`src/rtl/afs_pkg.sv`:
```
package afs_pkg;
   // status bit positions
   localparam int unsigned ST_TXNF  = 0;
   localparam int unsigned ST_RXNE  = 1;
   localparam int unsigned ST_BUSY  = 2;
   localparam int unsigned ST_TXSVC = 3;
   localparam int unsigned ST_RXSVC = 4;
   localparam int unsigned ST_UDR   = 5;
   localparam int unsigned ST_OVR   = 6;
   localparam int unsigned ST_OFF   = 7;
   // control field positions
   localparam int unsigned CTL_EN    = 0;
   localparam int unsigned CTL_FLUSH = 3;
   localparam int unsigned CTL_TXTH  = 8;
   localparam int unsigned CTL_RXTH  = 12;
   // interrupt sources occupy status bits 6:3
   localparam int unsigned SRC_LSB = 3;
   localparam int unsigned SRC_N   = 4;

   typedef enum logic [2:0] {
      SEL_CTRL = 3'd0,
      SEL_STAT = 3'd1,
      SEL_MASK = 3'd2,
      SEL_CLR  = 3'd3,
      SEL_DATA = 3'd4
   } afs_sel_e;
endpackage

```
`src/rtl/afs_fifo.sv`:
```
module afs_fifo #(
   parameter int DATA_W = 32,
   parameter int DEPTH  = 16
) (
   input  logic                          clk,
   input  logic                          rst_n,
   input  logic                          flush,
   input  logic                          push,
   input  logic [DATA_W-1:0]             wdata,
   input  logic                          pop,
   output logic [DATA_W-1:0]             head,
   output logic [$clog2(DEPTH+1)-1:0]    level,
   output logic                          empty,
   output logic                          full
);
   localparam int PTR_W = (DEPTH > 1) ? $clog2(DEPTH) : 1;
   localparam int LVL_W = $clog2(DEPTH + 1);
   localparam bit POW2  = (DEPTH == (1 << PTR_W));

   logic [DATA_W-1:0] mem [DEPTH];
   logic [PTR_W-1:0]  wr_ptr, rd_ptr, wr_nxt, rd_nxt;
   logic              do_push, do_pop;

   assign empty   = (level == '0);
   assign full    = (level == LVL_W'(DEPTH));
   assign do_push = push && !full;
   assign do_pop  = pop && !empty;
   assign head    = empty ? '0 : mem[rd_ptr];

   generate
      if (POW2) begin : g_wrap_nat
         assign wr_nxt = wr_ptr + PTR_W'(1);
         assign rd_nxt = rd_ptr + PTR_W'(1);
      end else begin : g_wrap_cmp
         assign wr_nxt = (wr_ptr == PTR_W'(DEPTH - 1)) ? '0 : wr_ptr + PTR_W'(1);
         assign rd_nxt = (rd_ptr == PTR_W'(DEPTH - 1)) ? '0 : rd_ptr + PTR_W'(1);
      end
   endgenerate

   always_ff @(posedge clk or negedge rst_n) begin
      if (!rst_n) begin
         wr_ptr <= '0;
         rd_ptr <= '0;
         level  <= '0;
      end else if (flush) begin
         wr_ptr <= '0;
         rd_ptr <= '0;
         level  <= '0;
      end else begin
         if (do_push) wr_ptr <= wr_nxt;
         if (do_pop)  rd_ptr <= rd_nxt;
         if (do_push && !do_pop)      level <= level + LVL_W'(1);
         else if (do_pop && !do_push) level <= level - LVL_W'(1);
      end
   end

   always_ff @(posedge clk) begin
      if (do_push && !flush) mem[wr_ptr] <= wdata;
   end
endmodule

```
`src/rtl/afs_flags.sv`:
```
module afs_flags
   import afs_pkg::*;
(
   input  logic             clk,
   input  logic             rst_n,
   input  logic             flush,
   input  logic [1:0]       evt,      // [1] overrun, [0] underrun
   input  logic [1:0]       clr,
   input  logic             mask_we,
   input  logic [SRC_N-1:0] mask_wdata,
   input  logic             rx_svc,
   input  logic             tx_svc,
   output logic [1:0]       sticky,
   output logic [SRC_N-1:0] mask,
   output logic             irq
);
   generate
      for (genvar g = 0; g < 2; g++) begin : g_sticky
         always_ff @(posedge clk or negedge rst_n) begin
            if (!rst_n)        sticky[g] <= 1'b0;
            else if (flush)    sticky[g] <= 1'b0;
            else if (evt[g])   sticky[g] <= 1'b1;
            else if (clr[g])   sticky[g] <= 1'b0;
         end
      end
   endgenerate

   always_ff @(posedge clk or negedge rst_n) begin
      if (!rst_n)       mask <= '0;
      else if (mask_we) mask <= mask_wdata;
   end

   assign irq = |({sticky[1], sticky[0], rx_svc, tx_svc} & mask);
endmodule

```
`src/rtl/afs_irq_unit.sv`:
```
module afs_irq_unit
   import afs_pkg::*;
#(
   parameter int DATA_W = 32,
   parameter int DEPTH  = 16,
   parameter int TH_W   = 4,
   parameter int AW     = 3
) (
   input  logic              clk,
   input  logic              rst_n,
   input  logic              reg_wr,
   input  logic              reg_rd,
   input  logic [AW-1:0]     reg_addr,
   input  logic [DATA_W-1:0] reg_wdata,
   output logic [DATA_W-1:0] reg_rdata,
   input  logic              tx_pull,
   output logic [DATA_W-1:0] tx_word,
   input  logic              rx_push,
   input  logic [DATA_W-1:0] rx_word,
   input  logic              frame_active,
   output logic              irq,
   output logic              dma_rx_req,
   output logic              dma_tx_req
);
   localparam int LVL_W = $clog2(DEPTH + 1);
   localparam int CMP_W = (LVL_W > TH_W) ? LVL_W : TH_W;

   generate
      if (DATA_W < 16) begin : g_bad_width
         $error("afs_irq_unit: DATA_W must be at least 16");
      end
      if (TH_W < 1 || TH_W > 4) begin : g_bad_th
         $error("afs_irq_unit: TH_W must be 1..4");
      end
      if (AW < 3) begin : g_bad_aw
         $error("afs_irq_unit: AW must be at least 3");
      end
      if (DEPTH < 2) begin : g_bad_depth
         $error("afs_irq_unit: DEPTH must be at least 2");
      end
   endgenerate

   logic sel_ctrl, sel_mask, sel_clr, sel_data, sel_stat;
   assign sel_ctrl = (reg_addr == AW'(SEL_CTRL));
   assign sel_stat = (reg_addr == AW'(SEL_STAT));
   assign sel_mask = (reg_addr == AW'(SEL_MASK));
   assign sel_clr  = (reg_addr == AW'(SEL_CLR));
   assign sel_data = (reg_addr == AW'(SEL_DATA));

   logic            en_q;
   logic [TH_W-1:0] rx_th_q, tx_th_q;
   logic            flush;

   assign flush = reg_wr && sel_ctrl && reg_wdata[CTL_FLUSH];

   always_ff @(posedge clk or negedge rst_n) begin
      if (!rst_n) begin
         en_q    <= 1'b0;
         rx_th_q <= '0;
         tx_th_q <= '0;
      end else if (reg_wr && sel_ctrl) begin
         en_q    <= reg_wdata[CTL_EN];
         rx_th_q <= reg_wdata[CTL_RXTH +: TH_W];
         tx_th_q <= reg_wdata[CTL_TXTH +: TH_W];
      end
   end

   logic [DATA_W-1:0] rx_head;
   logic [LVL_W-1:0]  rx_level, tx_level;
   logic              rx_empty, rx_full, tx_empty, tx_full;
   logic              rx_in, tx_out;

   assign rx_in  = rx_push && en_q;
   assign tx_out = tx_pull && en_q;

   afs_fifo #(.DATA_W(DATA_W), .DEPTH(DEPTH)) u_rx_q (
      .clk(clk), .rst_n(rst_n), .flush(flush),
      .push(rx_in), .wdata(rx_word),
      .pop(reg_rd && sel_data), .head(rx_head),
      .level(rx_level), .empty(rx_empty), .full(rx_full)
   );

   afs_fifo #(.DATA_W(DATA_W), .DEPTH(DEPTH)) u_tx_q (
      .clk(clk), .rst_n(rst_n), .flush(flush),
      .push(reg_wr && sel_data), .wdata(reg_wdata),
      .pop(tx_out), .head(tx_word),
      .level(tx_level), .empty(tx_empty), .full(tx_full)
   );

   logic rx_svc, tx_svc, busy;
   assign rx_svc = CMP_W'(rx_level) >= CMP_W'(rx_th_q);
   assign tx_svc = CMP_W'(tx_level) <= CMP_W'(tx_th_q);
   assign busy   = en_q && frame_active;
   assign dma_rx_req = rx_svc;
   assign dma_tx_req = tx_svc;

   logic [1:0]       sticky;
   logic [SRC_N-1:0] mask;

   afs_flags u_flags (
      .clk(clk), .rst_n(rst_n), .flush(flush),
      .evt({rx_in && rx_full, tx_out && tx_empty}),
      .clr({reg_wr && sel_clr && reg_wdata[ST_OVR],
            reg_wr && sel_clr && reg_wdata[ST_UDR]}),
      .mask_we(reg_wr && sel_mask),
      .mask_wdata(reg_wdata[SRC_LSB +: SRC_N]),
      .rx_svc(rx_svc), .tx_svc(tx_svc),
      .sticky(sticky), .mask(mask), .irq(irq)
   );

   logic [7:0] status;
   always_comb begin
      status           = '0;
      status[ST_OFF]   = !en_q;
      status[ST_OVR]   = sticky[1];
      status[ST_UDR]   = sticky[0];
      status[ST_RXSVC] = rx_svc;
      status[ST_TXSVC] = tx_svc;
      status[ST_BUSY]  = busy;
      status[ST_RXNE]  = !rx_empty;
      status[ST_TXNF]  = !tx_full;
   end

   always_comb begin
      reg_rdata = '0;
      if (sel_ctrl) begin
         reg_rdata[CTL_EN]            = en_q;
         reg_rdata[CTL_RXTH +: TH_W]  = rx_th_q;
         reg_rdata[CTL_TXTH +: TH_W]  = tx_th_q;
      end else if (sel_stat) begin
         reg_rdata[7:0] = status;
      end else if (sel_mask) begin
         reg_rdata[SRC_LSB +: SRC_N] = mask;
      end else if (sel_data) begin
         reg_rdata = rx_head;
      end
   end
endmodule

```
`config.mk`:
```
export PLATFORM = sky130hd
export DESIGN_NAME = afs_irq_unit
export DESIGN_NICKNAME = d
export VERILOG_FILES = /design/src/rtl/afs_pkg.sv /design/src/rtl/afs_fifo.sv /design/src/rtl/afs_flags.sv /design/src/rtl/afs_irq_unit.sv
export SDC_FILE = /design/constraint.sdc
export NUM_CORES = 1
export LEC_CHECK = 0
export BUFFER_PORTS_ARGS = -buffer_cell sky130_fd_sc_hd__buf_4
export CAP_MARGIN = 20
export CELL_PAD_IN_SITES_DETAIL_PLACEMENT = 0
export CELL_PAD_IN_SITES_GLOBAL_PLACEMENT = 1
export CORE_ASPECT_RATIO = 1.1
export CORE_MARGIN = 10
export CORE_UTILIZATION = 35
export DETAILED_ROUTE_END_ITERATION = 12
export GPL_TIMING_DRIVEN = 0
export PLACE_DENSITY = 0.61
export SLEW_MARGIN = 20
export SYNTH_ARGS = -nofsm -noshare
export SYNTH_HDL_FRONTEND = slang
export SYNTH_SLANG_ARGS = --single-unit
```
`constraint.sdc`:
```
create_clock -name clk -period 11.7 [get_ports clk]
set_input_delay 0.585 -clock clk [delete_from_list [all_inputs] [get_ports clk]]
set_output_delay 0.585 -clock clk [all_outputs]
set_load 0.02 [all_outputs]
```
==> results of run 1 <==
per-layer routing:
| metal | GRT usage | wire length, um | part of all wire | up-vias |
|---|---|---|---|---|
| li1 | - | - | - | 8358 |
| met1 | 0.201 | 42700 | 0.41 | 10680 |
| met2 | 0.256 | 51100 | 0.49 | 613 |
| met3 | 0.0414 | 7650 | 0.074 | 152 |
| met4 | 0.0349 | 2060 | 0.020 | 18 |
| met5 | 0 | 105 | 0.0010 | - |
placed cells by master (no fill, tap or decap), drive strengths merged, types with 29 or more instances in the layout:
cell / n
clkbuf: 199
clkinv: 31
mux4: 303
nor2: 30
buf: 236
edfxtp: 1024
dfrtp: 41
nor2b: 52
nand2: 29
kinds of logic after synthesis:
family	Yosys count
flip-flops	1065
multiplexers	318
buffers and inverters	120
adder cells (fa/ha/maj)	28
AO/OA/AOI/OAI	109
AND/OR/NAND/NOR	185
XOR/XNOR	16
registers in the layout, indices dropped and copies added, names as in the netlist, 4 cells and up:
signal,flops
rx_th_q,4
tx_th_q,4
u_flags.mask,4
u_rx_q.level,5
u_rx_q.mem,512
u_rx_q.rd_ptr,4
u_rx_q.wr_ptr,4
u_tx_q.level,5
u_tx_q.mem,512
u_tx_q.rd_ptr,4
u_tx_q.wr_ptr,4
area by class of cell:
class / instances / area [um^2] / share of cell area
clock buffers: 151 / 2940 / 0.0603
diodes: 3 / 7.51 / 0.000154
inverters: 21 / 78.8 / 0.00162
repair buffers: 186 / 1660 / 0.0341
plain buffers: 99 / 438 / 0.00899
clock inverters: 51 / 484 / 0.00994
well taps: 1541 / 1930 / 0.0396
flip-flops and latches: 1065 / 31800 / 0.652
multi-input cells: 656 / 9410 / 0.193
path summary, 6_finish.rpt:
path | start | to | slack, ps | cells after the start
worst min register to register | u_flags.mask[3]$_DFFE_PN0P_ | u_flags.mask[3]$_DFFE_PN0P_ | 550 | 1
min in group asynchronous | rst_n | u_tx_q.wr_ptr[2]$_DFFE_PN0P_ | 580 | 2
worst max-delay path | u_rx_q.rd_ptr[1]$_DFFE_PN0P_ | reg_rdata[14] | 7060 | 7
worst min-delay path | reg_wdata[27] | u_tx_q.mem[4][27]$_DFFE_PP_ | 190 | 1
worst max register to register | en_q$_DFFE_PN0P_ | u_rx_q.mem[2][29]$_DFFE_PP_ | 8300 | 9
max in group asynchronous | rst_n | u_rx_q.rd_ptr[1]$_DFFE_PN0P_ | 10690 | 2
power breakdown:
group          switching (W)  total (W)  internal, W
Sequential         0.0000732    0.00439      0.00432
Combinational        0.00157    0.00297      0.00139
Clock                0.00142    0.00335      0.00193
Total                0.00307     0.0107      0.00764
through the flow:
stage / instance area [um^2] / hold slack, ps / std cells
3_3_place_gp: 44600 / 540 / 3519
5_1_grt: 48700 / 159 / 3770
6_report: 48700 / 190 / 3773
2_1_floorplan: 41600 / 289 / 1841
3_5_place_dp: 45300 / 537 / 3566
4_1_cts: 48700 / 135 / 3769
timing repair:
item,4_1_cts,5_1_grt
hold buffers,1,0
setup endpoints to repair,0,0
hold endpoints to repair,41,0
==> results.py, run 1 <==
metrics = {
    "outcome": {
        "status": "completed",
    },
    "clock_network": {
        "cts.htree.levels": 3,
        "cts_tree": "yes",
        "clkSlewWorstSetupHoldPaths_ps": 60,
        "cts_buffer_depth": 3,
        "cts_sinks": 1065,
        "clock-root-buffer": "clkbuf_16",
        "post-cts-setup-buffers": 0,
        "clkLatencyLatePin_ps": 680,
        "tritoncts.num_buffers": 108,
        "post_cts_resized": 0,
    },
    "worst_hold_path": {
        "min_path_type": "in -> reg",
    },
    "timing": {
        "tns_ps": 0,
        "fin_skew_ps": 20.1,
        "setup_viol": 0,
        "period_needed_ps": 4640,
        "hold_viol_final": 0,
        "fin_crit_sh": 0.396,
        "tightest_slew_ps": 1180,
        "rsz0062_at_grt": "no",
        "fin_ws_ps": 7060,
        "slew_viol_final": 0,
        "relSlewSlack": 0.213,
        "fmax_ghz": 0.216,
    },
    "floorplan": {
        "initial_utilization": 0.353,
        "die_area_um2": 133000,
        "coreArea_um2": 118000,
        "ios": 141,
        "row_count": 132,
        "die_y_um": 382,
        "fp.dieW_um": 349,
    },
    "drt": {
        "ant_nets": 0,
        "num_vias": 19821,
        "drtIter0Drc": 1932,
        "vias_per_cell": 5.25,
        "dr.pass1.iters": 5,
        "routedWlPerCell_um": 27.5,
        "drc": 0,
        "finalWirelength_um": 104000,
    },
    "placed_design": {
        "pre_cts_slack_ps": 7730,
        "place_hpwl_um": 66200,
        "io_buffers": 137,
        "gp_congestion": 0.756,
    },
    "yosys": {
        "synthTopCellsByArea": "edfxtp_1, mux4_2, dfrtp_1, ha_1, nor2b_1",
        "synth_edf_count": 1024,
        "synth_fa_ha_area_frac": 0.00878,
        "synthFlopType": "edfxtp_1",
        "synth_seq_area_share": 0.764,
        "synth-seq-cells": 1065,
        "synthMuxAreaShare": 0.168,
        "async_flop_share": 0.0385,
        "synth_top_family_by_area": "multiplexers",
        "synth_compound_area_frac": 0.0183,
        "yosys-top-cells-count": "edfxtp_1, mux4_2, nor2b_1",
        "yosysTopAreaCell": "edfxtp_1",
        "synth_top_area_share": 0.739,
        "synth_area_um2": 41600,
        "avgSynthCellArea_um2": 22.6,
        "yosysMostFrequentCell": "edfxtp_1",
        "syn_inst": 1841,
        "synth_warnings": 0,
        "synthXorXnorAreaFrac": 0.00382,
        "synth.distinct_cells": 54,
        "syn-num-nets": 1943,
        "synth_simple_gate_area_frac": 0.0250,
    },
    "worst_setup_path": {
        "cp-end-kind": "output pin",
        "crit_chain": "buf_1 -> clkbuf_1 -> mux4_2 -> a22oi_1 -> a21o_1 -> o21ai_0 -> buf_4",
        "crit_fanout": 10,
        "critPathBufInv": 3,
        "critPathArrivalTime_ps": 4050,
        "start_kind": "register",
        "cp.required_ps": 11120,
        "critical_path_class": "reg -> out",
        "crit_family": "buffers and inverters",
        "crit_slowest_cell": "clkbuf_1",
        "cpPeakStageDelay_ps": 730,
    },
    "final_layout": {
        "nNetsFinal": 2239,
        "syn_to_final_growth_pct": 17.1,
        "fin_util": 0.413,
        "nFillCells": 10351,
        "drive_gt1_frac": 0.330,
    },
    "grt": {
        "grt_max_degree": 42,
        "grt_pass1_wl_um": 149000,
        "grt_pass1_vias": 20978,
        "antenna_found_initial": 13,
        "globalRouteOverflowTotal": 0,
        "grt_usage": 0.154,
    },
    "pwr": {
        "powerDensity_nw_per_um2": 220,
        "static-leakage-power_nw": 15.6,
        "ir_drop_mv": 0.141,
        "power.total_w": 0.0107,
    },
    "flow_run": {
        "max_cap_violations": 0,
    },
}
Note: power is estimated with default switching activity, not from simulation.
==> run 2: changes to the inputs <==
--- a/config.mk
+++ b/config.mk
@@ -14,7 +14,7 @@
 export CORE_UTILIZATION = 35
 export DETAILED_ROUTE_END_ITERATION = 12
 export GPL_TIMING_DRIVEN = 0
-export PLACE_DENSITY = 0.61
+export PLACE_DENSITY = 0.63
 export SLEW_MARGIN = 20
 export SYNTH_ARGS = -nofsm -noshare
 export SYNTH_HDL_FRONTEND = slang
==> constraint.sdc (replaced) <==
create_clock -name clk -period 3.96 [get_ports clk]
set_input_delay 0.198 -clock clk [delete_from_list [all_inputs] [get_ports clk]]
set_output_delay 0.198 -clock clk [all_outputs]
set_load 0.02 [all_outputs]
==> run 2 against run 1 <==
  * Register-to-register slack got worse by 7600 ps
  * Design area increased by 1.9%
  * Highest routed layer unchanged
  * Non-clock buffer count increased by 71
  * Critical path depth unchanged
  * Hold slack got worse by 120 ps
  * Die area unchanged
  * Largest cell class unchanged
  * Routed wire length decreased by 0.73%
  * Largest power group unchanged
==> results.py, run 2 (same netlist as run 1, synthesis figures left out) <==
metrics = {
    "pwr": {
        "sw_frac_of_total": 0.283,
        "powerDensity_nw_per_um2": 642,
        "power.total_w": 0.0319,
        "p_sw_w": 0.00902,
        "power_frac_seq": 0.407,
        "intPower_w": 0.0229,
        "static-leakage-power_nw": 16.0,
        "clockPowerShare": 0.317,
        "pwr-share-comb": 0.277,
        "ir_drop_mv": 0.401,
    },
    "clock_network": {
        "post-cts-setup-buffers": 0,
        "clkSlewWorstSetupHoldPaths_ps": 60,
        "cts_sinks": 1065,
        "cts.htree.levels": 3,
        "cts_buffer_depth": 3,
        "clkLatencyLatePin_ps": 670,
        "tritoncts.num_buffers": 105,
        "cts_tree": "yes",
        "clock-root-buffer": "clkbuf_16",
    },
    "timing": {
        "hold_slack_ps": 65.7,
        "tightest_slew_ps": 1040,
        "relSlewSlack": 0.304,
        "fin_skew_ps": 18.4,
        "fin_crit_sh": 0.974,
        "period_needed_ps": 3860,
        "slew_viol_final": 0,
        "rsz0062_at_grt": "yes",
        "hold_viol_final": 0,
        "setup_viol": 0,
        "fmax_ghz": 0.259,
    },
    "placed_design": {
        "gp_congestion": 0.775,
        "placed_cell_area_um2": 45400,
        "io_buffers": 137,
        "place_hpwl_um": 66900,
        "dp_cells": 3570,
    },
    "final_layout": {
        "reg.largest.list": "u_rx_q.mem (512), u_tx_q.mem (512)",
        "nFillCells": 10251,
        "stdcell_area_um2": 49600,
        "final_cells": 3839,
        "nNetsFinal": 2307,
        "drive_gt1_frac": 0.333,
        "syn_to_final_growth_pct": 19.3,
        "final_common_cell": "edfxtp_1",
        "layout_common_cells": "edfxtp_1, mux4_2, buf_4, clkbuf_16, dlygate4sd3_1",
    },
    "worst_setup_path": {
        "r2r-end": "u_rx_q.mem[0][24]$_DFFE_PP_",
        "crit_family": "buffers and inverters",
        "reg2reg_depth": 9,
        "cpPeakStageDelay_ps": 640,
        "critPathArrivalTime_ps": 3660,
        "cp-end-kind": "output pin",
        "crit_fanout": 10,
        "critical_path_class": "reg -> out",
        "r2r_slack_ps": 690,
        "cp.required_ps": 3760,
        "crit_slowest_cell": "nor2b_1",
        "r2r-start": "en_q$_DFFE_PN0P_",
        "crit_chain": "clkbuf_1 -> nor2b_1 -> clkbuf_2 -> a22o_1 -> o21ai_0 -> a21oi_1 -> buf_4",
        "start_kind": "register",
        "critPathBufInv": 3,
    },
    "floorplan": {
        "die_area_um2": 133000,
        "die_y_um": 382,
        "coreArea_um2": 118000,
        "fp.dieW_um": 349,
        "row_count": 132,
        "ios": 141,
        "initial_utilization": 0.353,
    },
    "grt": {
        "globalRouteOverflowTotal": 0,
        "grt_max_degree": 42,
        "antenna_found_initial": 13,
        "grt_pass1_wl_um": 149000,
        "grt_pass1_vias": 21217,
        "grt_usage": 0.153,
    },
    "flow_run": {
        "max_cap_violations": 0,
    },
    "drt": {
        "num_vias": 20029,
        "dr.pass1.iters": 6,
        "routedWlPerCell_um": 26.8,
        "ant_nets": 0,
        "vias_per_cell": 5.22,
        "finalWirelength_um": 103000,
        "drtIter0Drc": 1881,
        "drc": 0,
    },
    "worst_hold_path": {
        "min_path_type": "in -> reg",
        "holdPathEnd": "tx_th_q[3]$_DFFE_PN0P_",
        "min-delay-start": "reg_wr",
        "hold_depth": 4,
    },
    "outcome": {
        "status": "completed",
    },
}
[run 2: cell count changes in the layout (fill, tap and decap cells not counted), moves of 2 or more]
cell             delta
o21ai_0             -2
bufinv_16           +6
clkinv_1            +8
clkbuf_1           -36
o21ai_1             +2
clkbuf_2            +9
buf_1               -5
dlygate4sd3_1      +68
diode_2             +4
buf_16              +4
clkbuf_16           -2
clkdlybuf4s15_2     +3
clkinv_2            +7
buf_4               -2
[run 2: repair_timing]
action                                  4_1_cts  5_1_grt
endpoints found under the setup margin       16       10
hold buffers                                 69        0
gates resized for setup                      14       13
endpoints found under the hold margin      1084        0
[run 2: worst reg2reg max path: stages (launching register included)]
cell      delay, ps
dfrtp_1         320
clkbuf_1        480
nand2_1         100
a21oi_1         200
buf_2           260
nand2_1         240
nor4_2          650
buf_4           290
buf_2           210
buf_2           230
[run 2: power groups by stage]
stage | Clock, W | Combinational, W | Sequential, W
after floorplan | 0 | 0.00588 | 0.0132
after detailed placement | 0 | 0.00892 | 0.0132
after CTS | 0.0103 | 0.00903 | 0.0130
after global placement | 0 | 0.00871 | 0.0132
after global routing | 0.0107 | 0.00950 | 0.0130
final | 0.0101 | 0.00882 | 0.0130
[run 2: worst max path at each step]
stage,from,end,slack (ps),cells past startpoint
final,u_rx_q.rd_ptr[2]$_DFFE_PN0P_,reg_rdata[1],100,7
after global routing,u_rx_q.rd_ptr[0]$_DFFE_PN0P_,reg_rdata[9],-7,7
after CTS,u_tx_q.rd_ptr[1]$_DFFE_PN0P_,tx_word[8],10,6
after detailed placement,u_rx_q.rd_ptr[1]$_DFFE_PN0P_,reg_rdata[14],450,7
after global placement,en_q$_DFFE_PN0P_,u_rx_q.mem[2][25]$_DFFE_PP_,-4940,6
after floorplan,en_q$_DFFE_PN0P_,u_rx_q.mem[1][0]$_DFFE_PP_,-800,6
[run 2: layout make-up]
class,count,area (um^2),share of cell area
Antenna cell,7,17.5,0.000353
Timing Repair Buffer,257,2430,0.0491
Sequential cell,1065,31800,0.640
Buffer,99,490,0.00988
Tap cell,1541,1930,0.0388
Clock buffer,121,2780,0.0560
Multi-Input combinational cell,656,9410,0.190
Inverter,21,78.8,0.00159
Clock inverter,72,721,0.0145
[run 2: metal layers]
metal | wire, um | vias up | global-route usage
li1 | - | 8498 | -
met1 | 41900 | 10791 | 0.198
met2 | 51300 | 578 | 0.257
met3 | 7470 | 152 | 0.0399
met4 | 2140 | 10 | 0.0360
met5 | 71 | - | 0
[run 2: per-stage QoR]
stage / util / worst slack, ps / TNS (ps)
floorplan: - / -804 / -102960
global placement: 0.378 / -4940 / -850790
detailed placement: 0.385 / 451 / 0
CTS: 0.421 / 10.0 / 0
global route: 0.421 / -7.18 / -7.18
finish: 0.421 / 102 / 0
